`src/rtl/alu_exec_pkg.sv`:
```
package alu_exec_pkg;

    localparam int OPW = 5;

    typedef enum logic [OPW-1:0] {
        OP_SLL_I   = 5'd0,
        OP_SRL_I   = 5'd1,
        OP_SRA_I   = 5'd2,
        OP_SLL_V   = 5'd3,
        OP_SRL_V   = 5'd4,
        OP_SRA_V   = 5'd5,
        OP_ADD_CHK = 5'd6,
        OP_ADD_WRP = 5'd7,
        OP_SUB_CHK = 5'd8,
        OP_SUB_WRP = 5'd9,
        OP_AND     = 5'd10,
        OP_OR      = 5'd11,
        OP_XOR     = 5'd12,
        OP_NOR     = 5'd13,
        OP_LT_S    = 5'd14,
        OP_LT_U    = 5'd15,
        OP_MOV_Z   = 5'd16,
        OP_MOV_NZ  = 5'd17,
        OP_RD_HI   = 5'd18,
        OP_RD_LO   = 5'd19,
        OP_WR_HI   = 5'd20,
        OP_WR_LO   = 5'd21,
        OP_TR_EQ   = 5'd22,
        OP_TR_NE   = 5'd23,
        OP_TR_GE   = 5'd24,
        OP_TR_GEU  = 5'd25,
        OP_TR_LT   = 5'd26,
        OP_TR_LTU  = 5'd27
    } alu_op_e;

    typedef enum logic [1:0] {
        CAUSE_NONE    = 2'd0,
        CAUSE_OVF     = 2'd1,
        CAUSE_TRAP    = 2'd2,
        CAUSE_ILLEGAL = 2'd3
    } cause_e;

    typedef enum logic [1:0] {
        SH_LEFT  = 2'd0,
        SH_RLOG  = 2'd1,
        SH_RARI  = 2'd2
    } shift_kind_e;

    function automatic logic is_var_shift(input logic [OPW-1:0] op);
        return (op == OP_SLL_V) || (op == OP_SRL_V) || (op == OP_SRA_V);
    endfunction

    function automatic shift_kind_e shift_kind_of(input logic [OPW-1:0] op);
        case (op)
            OP_SRL_I, OP_SRL_V: return SH_RLOG;
            OP_SRA_I, OP_SRA_V: return SH_RARI;
            default:            return SH_LEFT;
        endcase
    endfunction

endpackage

```
`src/rtl/alu_shift.sv`:
```
module alu_shift
    import alu_exec_pkg::*;
#(
    parameter int W = 32,
    localparam int SHW = $clog2(W)
) (
    input  logic [W-1:0]   val,
    input  logic [SHW-1:0] amt,
    input  shift_kind_e    kind,
    output logic [W-1:0]   res
);
    localparam logic [W-1:0] ONES = {W{1'b1}};

    logic [SHW:0][W-1:0] st;
    logic left;
    logic fill;

    assign left  = (kind == SH_LEFT);
    assign fill  = (kind == SH_RARI) && val[W-1];
    assign st[0] = val;

    // Logarithmic barrel: stage k moves by 2^k when amt[k] is set
    for (genvar k = 0; k < SHW; k++) begin : g_stage
        localparam int S = 1 << k;
        logic [W-1:0] mask;
        assign mask    = fill ? ~(ONES >> S) : '0;
        assign st[k+1] = !amt[k] ? st[k]
                       : (left ? (st[k] << S) : ((st[k] >> S) | mask));
    end

    assign res = st[SHW];
endmodule

```
`src/rtl/alu_addsub.sv`:
```
module alu_addsub #(
    parameter int W = 32
) (
    input  logic [W-1:0] a,
    input  logic [W-1:0] b,
    input  logic         sub,
    output logic [W-1:0] sum,
    output logic         ovf,
    output logic         lt_s,
    output logic         lt_u
);
    logic [W-1:0] bx;
    logic         cout;

    assign bx          = sub ? ~b : b;
    assign {cout, sum} = {1'b0, a} + {1'b0, bx} + {{W{1'b0}}, sub};
    assign ovf         = (a[W-1] == bx[W-1]) && (sum[W-1] != a[W-1]);
    // Only meaningful with sub=1: sign of the true difference, and borrow
    assign lt_s        = sum[W-1] ^ ovf;
    assign lt_u        = ~cout;
endmodule

```
`src/rtl/alu_trap_cond.sv`:
```
module alu_trap_cond
    import alu_exec_pkg::*;
(
    input  logic [OPW-1:0] op,
    input  logic           eq,
    input  logic           lt_s,
    input  logic           lt_u,
    output logic           is_trap,
    output logic           fire
);
    always_comb begin
        is_trap = 1'b1;
        fire    = 1'b0;
        case (op)
            OP_TR_EQ:  fire = eq;
            OP_TR_NE:  fire = !eq;
            OP_TR_GE:  fire = !lt_s;
            OP_TR_GEU: fire = !lt_u;
            OP_TR_LT:  fire = lt_s;
            OP_TR_LTU: fire = lt_u;
            default:   is_trap = 1'b0;
        endcase
    end
endmodule

```
`src/rtl/alu_hilo.sv`:
```
module alu_hilo #(
    parameter int W = 32
) (
    input  logic         clk,
    input  logic         rst,
    input  logic         hi_we,
    input  logic         lo_we,
    input  logic [W-1:0] d,
    output logic [W-1:0] hi,
    output logic [W-1:0] lo
);
    always_ff @(posedge clk) begin
        if (rst) begin
            hi <= '0;
            lo <= '0;
        end else begin
            if (hi_we) hi <= d;
            if (lo_we) lo <= d;
        end
    end
endmodule

```
`src/rtl/int_exec_unit.sv`:
```
module int_exec_unit
    import alu_exec_pkg::*;
#(
    parameter int W = 32,
    localparam int SHW = $clog2(W)
) (
    input  logic           clk,
    input  logic           rst,
    input  logic [OPW-1:0] op_i,
    input  logic [W-1:0]   s_i,
    input  logic [W-1:0]   t_i,
    input  logic [SHW-1:0] shamt_i,
    output logic [W-1:0]   result_o,
    output logic [1:0]     cause_o,
    output logic           discard_o,
    output logic           hi_we_o,
    output logic           lo_we_o
);
    logic [SHW-1:0] sh_amt;
    shift_kind_e    sh_kind;
    logic [W-1:0]   sh_res;
    logic           as_sub;
    logic [W-1:0]   as_sum;
    logic           as_ovf, as_lt_s, as_lt_u;
    logic           tr_is, tr_fire;
    logic [W-1:0]   hi_q, lo_q;
    logic           mv_fail;
    cause_e         cause;

    assign sh_amt  = is_var_shift(op_i) ? s_i[SHW-1:0] : shamt_i;
    assign sh_kind = shift_kind_of(op_i);
    assign as_sub  = !((op_i == OP_ADD_CHK) || (op_i == OP_ADD_WRP));

    alu_shift #(.W(W)) u_shift (
        .val (t_i),
        .amt (sh_amt),
        .kind(sh_kind),
        .res (sh_res)
    );

    alu_addsub #(.W(W)) u_addsub (
        .a   (s_i),
        .b   (t_i),
        .sub (as_sub),
        .sum (as_sum),
        .ovf (as_ovf),
        .lt_s(as_lt_s),
        .lt_u(as_lt_u)
    );

    alu_trap_cond u_trap (
        .op     (op_i),
        .eq     (s_i == t_i),
        .lt_s   (as_lt_s),
        .lt_u   (as_lt_u),
        .is_trap(tr_is),
        .fire   (tr_fire)
    );

    alu_hilo #(.W(W)) u_hilo (
        .clk  (clk),
        .rst  (rst),
        .hi_we(hi_we_o),
        .lo_we(lo_we_o),
        .d    (s_i),
        .hi   (hi_q),
        .lo   (lo_q)
    );

    always_comb begin
        result_o = '0;
        cause    = CAUSE_NONE;
        mv_fail  = 1'b0;
        hi_we_o  = 1'b0;
        lo_we_o  = 1'b0;
        case (op_i)
            OP_SLL_I, OP_SRL_I, OP_SRA_I,
            OP_SLL_V, OP_SRL_V, OP_SRA_V: result_o = sh_res;
            OP_ADD_CHK, OP_SUB_CHK: begin
                result_o = as_sum;
                if (as_ovf) cause = CAUSE_OVF;
            end
            OP_ADD_WRP, OP_SUB_WRP: result_o = as_sum;
            OP_AND:    result_o = s_i & t_i;
            OP_OR:     result_o = s_i | t_i;
            OP_XOR:    result_o = s_i ^ t_i;
            OP_NOR:    result_o = ~(s_i | t_i);
            OP_LT_S:   result_o = {{(W-1){1'b0}}, as_lt_s};
            OP_LT_U:   result_o = {{(W-1){1'b0}}, as_lt_u};
            OP_MOV_Z: begin
                result_o = s_i;
                mv_fail  = (t_i != '0);
            end
            OP_MOV_NZ: begin
                result_o = s_i;
                mv_fail  = (t_i == '0);
            end
            OP_RD_HI:  result_o = hi_q;
            OP_RD_LO:  result_o = lo_q;
            OP_WR_HI:  hi_we_o  = 1'b1;
            OP_WR_LO:  lo_we_o  = 1'b1;
            default: begin
                if (tr_is) begin
                    if (tr_fire) cause = CAUSE_TRAP;
                end else begin
                    cause = CAUSE_ILLEGAL;
                end
            end
        endcase
    end

    assign cause_o   = cause;
    assign discard_o = mv_fail || (cause != CAUSE_NONE);
endmodule

```
`config.mk`:
```
export PLATFORM = sky130hd
export DESIGN_NAME = int_exec_unit
export DESIGN_NICKNAME = d
export VERILOG_FILES = /design/src/rtl/alu_exec_pkg.sv /design/src/rtl/alu_shift.sv /design/src/rtl/alu_addsub.sv /design/src/rtl/alu_trap_cond.sv /design/src/rtl/alu_hilo.sv /design/src/rtl/int_exec_unit.sv
export SDC_FILE = /design/constraint.sdc
export NUM_CORES = 1
export LEC_CHECK = 0
export BUFFER_PORTS_ARGS = -buffer_cell sky130_fd_sc_hd__clkbuf_2
export CORE_MARGIN = 5
export CORE_UTILIZATION = 40
export CTS_CLUSTER_DIAMETER = 120
export CTS_CLUSTER_SIZE = 25
export DETAILED_ROUTE_END_ITERATION = 10
export GPL_ROUTABILITY_DRIVEN = 1
export GPL_TIMING_DRIVEN = 0
export PLACE_DENSITY = 0.69
export SETUP_SLACK_MARGIN = 0.4
export SYNTH_ARGS = -nofsm -noshare
export SYNTH_HDL_FRONTEND = slang
export SYNTH_SLANG_ARGS = --single-unit
```
`constraint.sdc`:
```
create_clock -name clk -period 6.15 [get_ports clk]
set_input_delay 1.23 -clock clk [delete_from_list [all_inputs] [get_ports clk]]
set_output_delay 1.23 -clock clk [all_outputs]
set_load 0.02 [all_outputs]
```
# After elaboration in Yosys (flattened, before gate mapping)
# Cells that the tools add are included.
# word_totals
regBits,64
out_inout_bits,37
# op_classes
add_sub_neg,2
n_eq_ne,31
n_mux,28
bitwise,12
n_reduce_logical,22
# ops
cell,count
32-bit 2-to-1 mux,16
32-bit one-hot mux with 11 select lines,1
32-bit NOT,2
"5-bit == test, second input constant",12
"5-bit by 4-bit == test with 1-bit output, second input constant",8
32-bit by 32-bit adder with 33-bit output,1
33-bit by 1-bit adder with 33-bit output,1
32-bit AND,1
32-bit == test,1
32-bit logical NOT,1
16-bit by 32-bit bitwise OR with 32-bit output,1
24-bit by 32-bit bitwise OR with 32-bit output,1
28-bit by 32-bit bitwise OR with 32-bit output,1
30-bit by 32-bit bitwise OR with 32-bit output,1
31-bit by 32-bit bitwise OR with 32-bit output,1
32-bit bitwise OR,1
32-bit nonzero test,1
32-bit bitwise XOR,1
"5-bit by 3-bit == test with 1-bit output, second input constant",4
20-bit OR reduction,1
6-bit OR reduction,2
"5-bit by 2-bit == test with 1-bit output, second input constant",2
2-bit one-hot mux with 2 select lines,2
2-bit OR reduction,4
18 further kinds,28

# Longest topological paths before layout
# depth
depth_word,22
mapped_depth,16
ltp_nobuf,12

# Hierarchy
# A second synthesis with hierarchy kept.
# hier_totals
cells_unflattened,1637
area_unflattened_um2,12510.7
# by_module_without_submodules
mod,instances,cells_each,area_each_um2
alu_shift,1,713,4738.3
int_exec_unit,1,429,3271.9
alu_hilo,1,207,2339.7
alu_addsub,1,278,2084.5
alu_trap_cond,1,10,76.3

# Least setup slack after synthesis
# No wires, ideal clock.
# synth_timing
kind,input port to output port
start,input op_i[4]
end,output discard_o
arrival_time_ns,4.832
setup_slack_ns,0.088
cell_stages,15
path_cell_list,buf_6 -> nor4bb_1 -> buf_2 -> buf_1 -> xnor2_1 -> ha_1 -> a21oi_1 -> o21ai_0 -> a221o_1 -> a2111oi_2 -> a21oi_1 -> nor2_1 -> a31oi_1 -> a311o_1 -> a211o_1
# synth_between
elab_chain_len,15
# synth_rtl
item,line_no,text
start: declaration,int_exec_unit.sv:9,"input logic [OPW-1:0] op_i,"
5-bit by 3-bit == test with 1-bit output,"int_exec_unit.sv:32, int_exec_unit.sv:76",
1-bit logical OR,int_exec_unit.sv:32,assign as_sub = !((op_i == OP_ADD_CHK) || (op_i == OP_ADD_WRP));
32-bit 2-to-1 mux,alu_addsub.sv:15,assign bx = sub ? ~b : b;
32-bit by 32-bit adder with 33-bit output,alu_addsub.sv:16,"assign {cout, sum} = {1'b0, a} + {1'b0, bx} + {{W{1'b0}}, sub};"
33-bit by 1-bit adder with 33-bit output,alu_addsub.sv:16,
1-bit != test,alu_addsub.sv:17,assign ovf = (a[W-1] == bx[W-1]) && (sum[W-1] != a[W-1]);
1-bit logical AND,alu_addsub.sv:17,
1-bit bitwise XOR,alu_addsub.sv:19,assign lt_s = sum[W-1] ^ ovf;
1-bit logical NOT,alu_trap_cond.sv:17,OP_TR_GE: fire = !lt_s;
1-bit one-hot mux with 6 select lines,alu_trap_cond.sv:14,case (op)
2-bit 2-to-1 mux,int_exec_unit.sv:104,if (tr_fire) cause = CAUSE_TRAP;
2-bit 2-to-1 mux,int_exec_unit.sv:103,if (tr_is) begin
2-bit one-hot mux with 2 select lines *,int_exec_unit.sv:76,case (op_i)
net cause_o[1],int_exec_unit.sv:14,"output logic [1:0] cause_o,"
2-bit nonzero test *,int_exec_unit.sv:113,assign discard_o = mv_fail || (cause != CAUSE_NONE);
1-bit logical OR *,int_exec_unit.sv:113,
end: declaration,int_exec_unit.sv:15,"output logic discard_o,"
# The timed path passes the listed nets; every way through them passes the cells marked *.

# Final worst setup path
# layout_timing
start,input op_i[3]
end,output discard_o
# layout_between
elab_chain_len,15
# layout_rtl
item,line_no
5-bit by 3-bit == test with 1-bit output,"int_exec_unit.sv:32, int_exec_unit.sv:76"
1-bit logical OR,int_exec_unit.sv:32
32-bit 2-to-1 mux,alu_addsub.sv:15
32-bit by 32-bit adder with 33-bit output,alu_addsub.sv:16
33-bit by 1-bit adder with 33-bit output,alu_addsub.sv:16
1-bit != test,alu_addsub.sv:17
1-bit logical AND,alu_addsub.sv:17
1-bit bitwise XOR,alu_addsub.sv:19
1-bit logical NOT,alu_trap_cond.sv:17
1-bit one-hot mux with 6 select lines,alu_trap_cond.sv:14
2-bit 2-to-1 mux,int_exec_unit.sv:104
2-bit 2-to-1 mux,int_exec_unit.sv:103
2-bit one-hot mux with 2 select lines,int_exec_unit.sv:76
2-bit nonzero test,int_exec_unit.sv:113
1-bit logical OR *,int_exec_unit.sv:113
# Mark *: on every way between the ends. The rest lies on a longest branch, timed or not.

==> flow_summary_export.csv <==
group,metric,value,unit
critical_path,critPathKind,"primary input to primary output",
hold_path,min-delay-start,"u_hilo.lo[6]",
pwr,leakage,0.00597,µW
floorplan,die_area,32500,µm²
logic_synthesis,yosysWarnings,0,
pwr,ir_worst_vdd,0.000287,V
pwr,sw_frac_of_total,48.7,%
logic_synthesis,mappedNetlistArea,11600,µm²
sta,skew,0,ps
hold_path,hp-class,"flop to flop",
grt,grt_antenna_before_repair,1,
logic_synthesis,syn_inst,1699,
run,drv_cap,0,
place,gp_congestion,1.15,
sta,slew_headroom,33.9,%
cts,clock_latency,320,ps
pwr,power_density,172,nW/µm²
pwr,p_comb_share,64.1,%
logic_synthesis,syn_nets,1873,
cells_and_area,final_util,52.2,%
critical_path,cp.required,4920,ps
logic_synthesis,synth_edf_count,0,
floorplan,die-height,180,µm
pwr,p_clk_share,19.4,%
routing,num_vias,16500,
logic_synthesis,synth_fa_ha_area_share,10.6,%
outcome,violations,"setup timing",
logic_synthesis,synth_top_family_by_area,"compound AO/OA/AOI/OAI gates",
floorplan,pin_count,113,
floorplan,die_w,180,µm
sta,setup_violations,15,
sta,rsz0062_at_grt,"true",
grt,grt_pass1_vias,15300,
cts,cts_root_buf,"clkbuf_16",
critical_path,critPathMaxFanout,10,
critical_path,reg2reg_slack,5480,ps
cts,cts_made_buffers,9,
place,port_buffers,109,
sta,holdWs,458,ps
pwr,power_switching,1250,µW
grt,grt.met3_usage,11.0,%
cts,cts_max_level,3,
logic_synthesis,synth-seq-cells,64,
sta,finalMaxSlewViolations,0,
cells_and_area,drive_gt1_share,25.9,%
logic_synthesis,async_flop_share,0,%
sta,post-route-period-util,104,%
grt,busiest_layer,"met2",
place,dp_hpwl,57800,µm
logic_synthesis,synth_top_cell_by_area,"dfxtp_1",
sta,max_freq,157,MHz
cells_and_area,nNetsFinal,2067,
logic_synthesis,syn_area_per_cell,6.83,µm²
cells_and_area,n_fill_cell,2816,
critical_path,reg2reg_depth,2,
routing,drtPass1Iterations,6,
sta,setup_slack,-236,ps
routing,ant_nets,0,
logic_synthesis,synthXorXnorAreaFrac,4.76,%
grt,gr-usage-all-layers,43.1,%
cells_and_area,multi_input_area,10300,µm²
routing,vias_per_cell,7.24,
cts,clk_pin_slew,50,ps
floorplan,core,28700,µm²
cts,hold_buffers,0,
logic_synthesis,synth-simple-area-share,22.7,%
logic_synthesis,ys_seq_area_share,11.0,%
logic_synthesis,yosysUniqueCellTypes,102,
grt,grt_remaining_overflow,0,
sta,min_period,6390,ps
pwr,sequentialPowerShare,16.5,%
cts,cts.sinks,64,
logic_synthesis,ys.flop_type,"dfxtp_1",
routing,wire_per_inst,33.0,µm
logic_synthesis,synth-compound-area-share,39.0,%
cts,cts_tree,"built",
critical_path,rr_endpoint,"u_hilo.hi[31]",
routing,drc,0,
routing,wl,75400,µm
outcome,status,"finished, violations left",
grt,met1_usage,51.5,%
grt,grt_max_degree,12,
logic_synthesis,synth_area_leaders,"dfxtp_1 (11%), ha_1 (10%), nand2_1 (8.7%)",
floorplan,start_util,40.4,%
logic_synthesis,synth_top_area_share,11.0,%
pwr,intPower,1320,µW
critical_path,arrival,5160,ps
routing,drt-initial-drc-count,2705,
hold_path,hold_depth,2,
cells_and_area,area_delta_synth_final,29.2,%
logic_synthesis,synth_mux_area_share,2.73,%
critical_path,critPathLaunchType,"primary input",
grt,grt_pass1_wl,106000,µm
cells_and_area,seqCellArea,1280,µm²
critical_path,end_kind,"primary output",
critical_path,r2r-start,"u_hilo.hi[31]",
grt,grt_util_met2,65.4,%
sta,tightest_slew,992,ps
floorplan,num_rows,62,
cts,cts.path.max_buffers,2,
sta,finalHoldViolations,0,
hold_path,holdPathEnd,"u_hilo.lo[6]",
## registers in the layout, indices dropped and copies added (netlist names)
| name | cells |
|---|---|
| u_hilo.lo | 32 |
| u_hilo.hi | 32 |
## through the flow
stage	cells	total power, µW	instance area (µm²)	setup WS [ps]	setup TNS, ps
after floorplan	1699	1210	11600	412	0
after global routing	2282	2630	15000	-220	-1230
after detailed placement	2192	1700	12600	-1390	-29550
after global placement	2192	1720	12600	-1380	-30270
after CTS	2252	2360	14100	12.8	0
final	2284	2570	15000	-236	-1390
## synth_stat cells, types with 9 or more instances
cell type,instances
o22ai_1,10
a31oi_1,22
buf_4,17
nand2_1,268
o21ai_1,29
nand3_1,62
a22oi_1,10
nand4_1,21
buf_6,10
clkbuf_1,90
a21oi_1,199
dfxtp_1,64
buf_2,34
a211o_1,11
o21ai_0,57
o221ai_1,13
xnor2_1,46
or3_1,9
buf_1,12
o211ai_1,40
nor4_1,18
a211oi_1,21
o31ai_1,17
a222oi_1,32
xor2_1,17
inv_1,70
nor3_1,31
a21o_1,22
nor2_1,94
ha_1,97
o2111ai_1,10
and3_1,11
a221oi_1,40
mux2i_1,26
## per-layer routing
metal	wire length [µm]	part of all wire [%]
met1	26700	35
met2	31400	42
met3	8800	12
met4	8410	11
met5	0	0
## placed cells by master (no fill, tap or decap), drive strengths merged, types with 26 or more instances in the layout
cell type / Yosys / final
a211oi: 26 / 26
a21oi: 202 / 202
a221oi: 40 / 40
a222oi: 32 / 32
buf: 73 / 154
clkbuf: 90 / 203
dfxtp: 64 / 64
ha: 97 / 97
inv: 70 / 69
mux2i: 26 / 26
nand2: 269 / 269
nand3: 63 / 63
nor2: 96 / 96
nor3: 36 / 36
o211ai: 42 / 42
o21ai: 89 / 89
xnor2: 46 / 46
## area by class of cell
type	instances	share of cell area, %
sequential	64	8.55
timing repair buffer	183	9.03
clock inverter	5	0.376
tap	384	3.21
clock buffer	11	1.62
inverter	70	1.78
multi-input combinational	1402	68.8
antenna	2	0.0334
buffer	163	6.65
## what timing repair did
item                       4_1_cts  5_1_grt
setup buffers                   43       30
hold endpoints to repair         0        0
pin swaps                       63       59
setup endpoints to repair       35       35
gates cloned                     1        0
resized for setup              197      181
## kinds of logic after synthesis
family	Yosys count
compound gates	644
xor+xnor	63
fa+ha+maj	98
buf+inv	233
flops	64
mux	31
simple gates	566
## power groups by stage
| stage | logic [µW] | registers, µW | clock network, µW |
|---|---|---|---|
| after floorplan | 782 | 431 | 0 |
| after global placement | 1280 | 432 | 0 |
| after detailed placement | 1270 | 432 | 0 |
| after CTS | 1430 | 424 | 502 |
| after global routing | 1680 | 424 | 522 |
| final | 1650 | 424 | 500 |
## critical path, stage by stage
cell and delay [ps]:
clkbuf_16 120, nor4bb_4 550, buf_6 240, buf_6 190, xnor2_1 140, ha_2 320
a21oi_1 210, o21ai_0 270, a31oi_1 380, o31ai_4 190, a21oi_4 240, o21bai_1 110
xor2_1 150, a311o_1 360, a211o_1 260, clkbuf_8 160
## how the worst max path moves through the flow
stage / start / endpoint / slack [ps] / cells after the start
2_1_floorplan: op_i[4] / discard_o / 410 / 15
3_3_place_gp: op_i[3] / result_o[18] / -1380 / 15
3_5_place_dp: op_i[3] / result_o[26] / -1390 / 16
4_1_cts: op_i[3] / discard_o / 10 / 18
5_1_grt: op_i[3] / discard_o / -220 / 16
6_report: op_i[3] / discard_o / -240 / 16
Note: power is estimated with default switching activity, not from simulation.
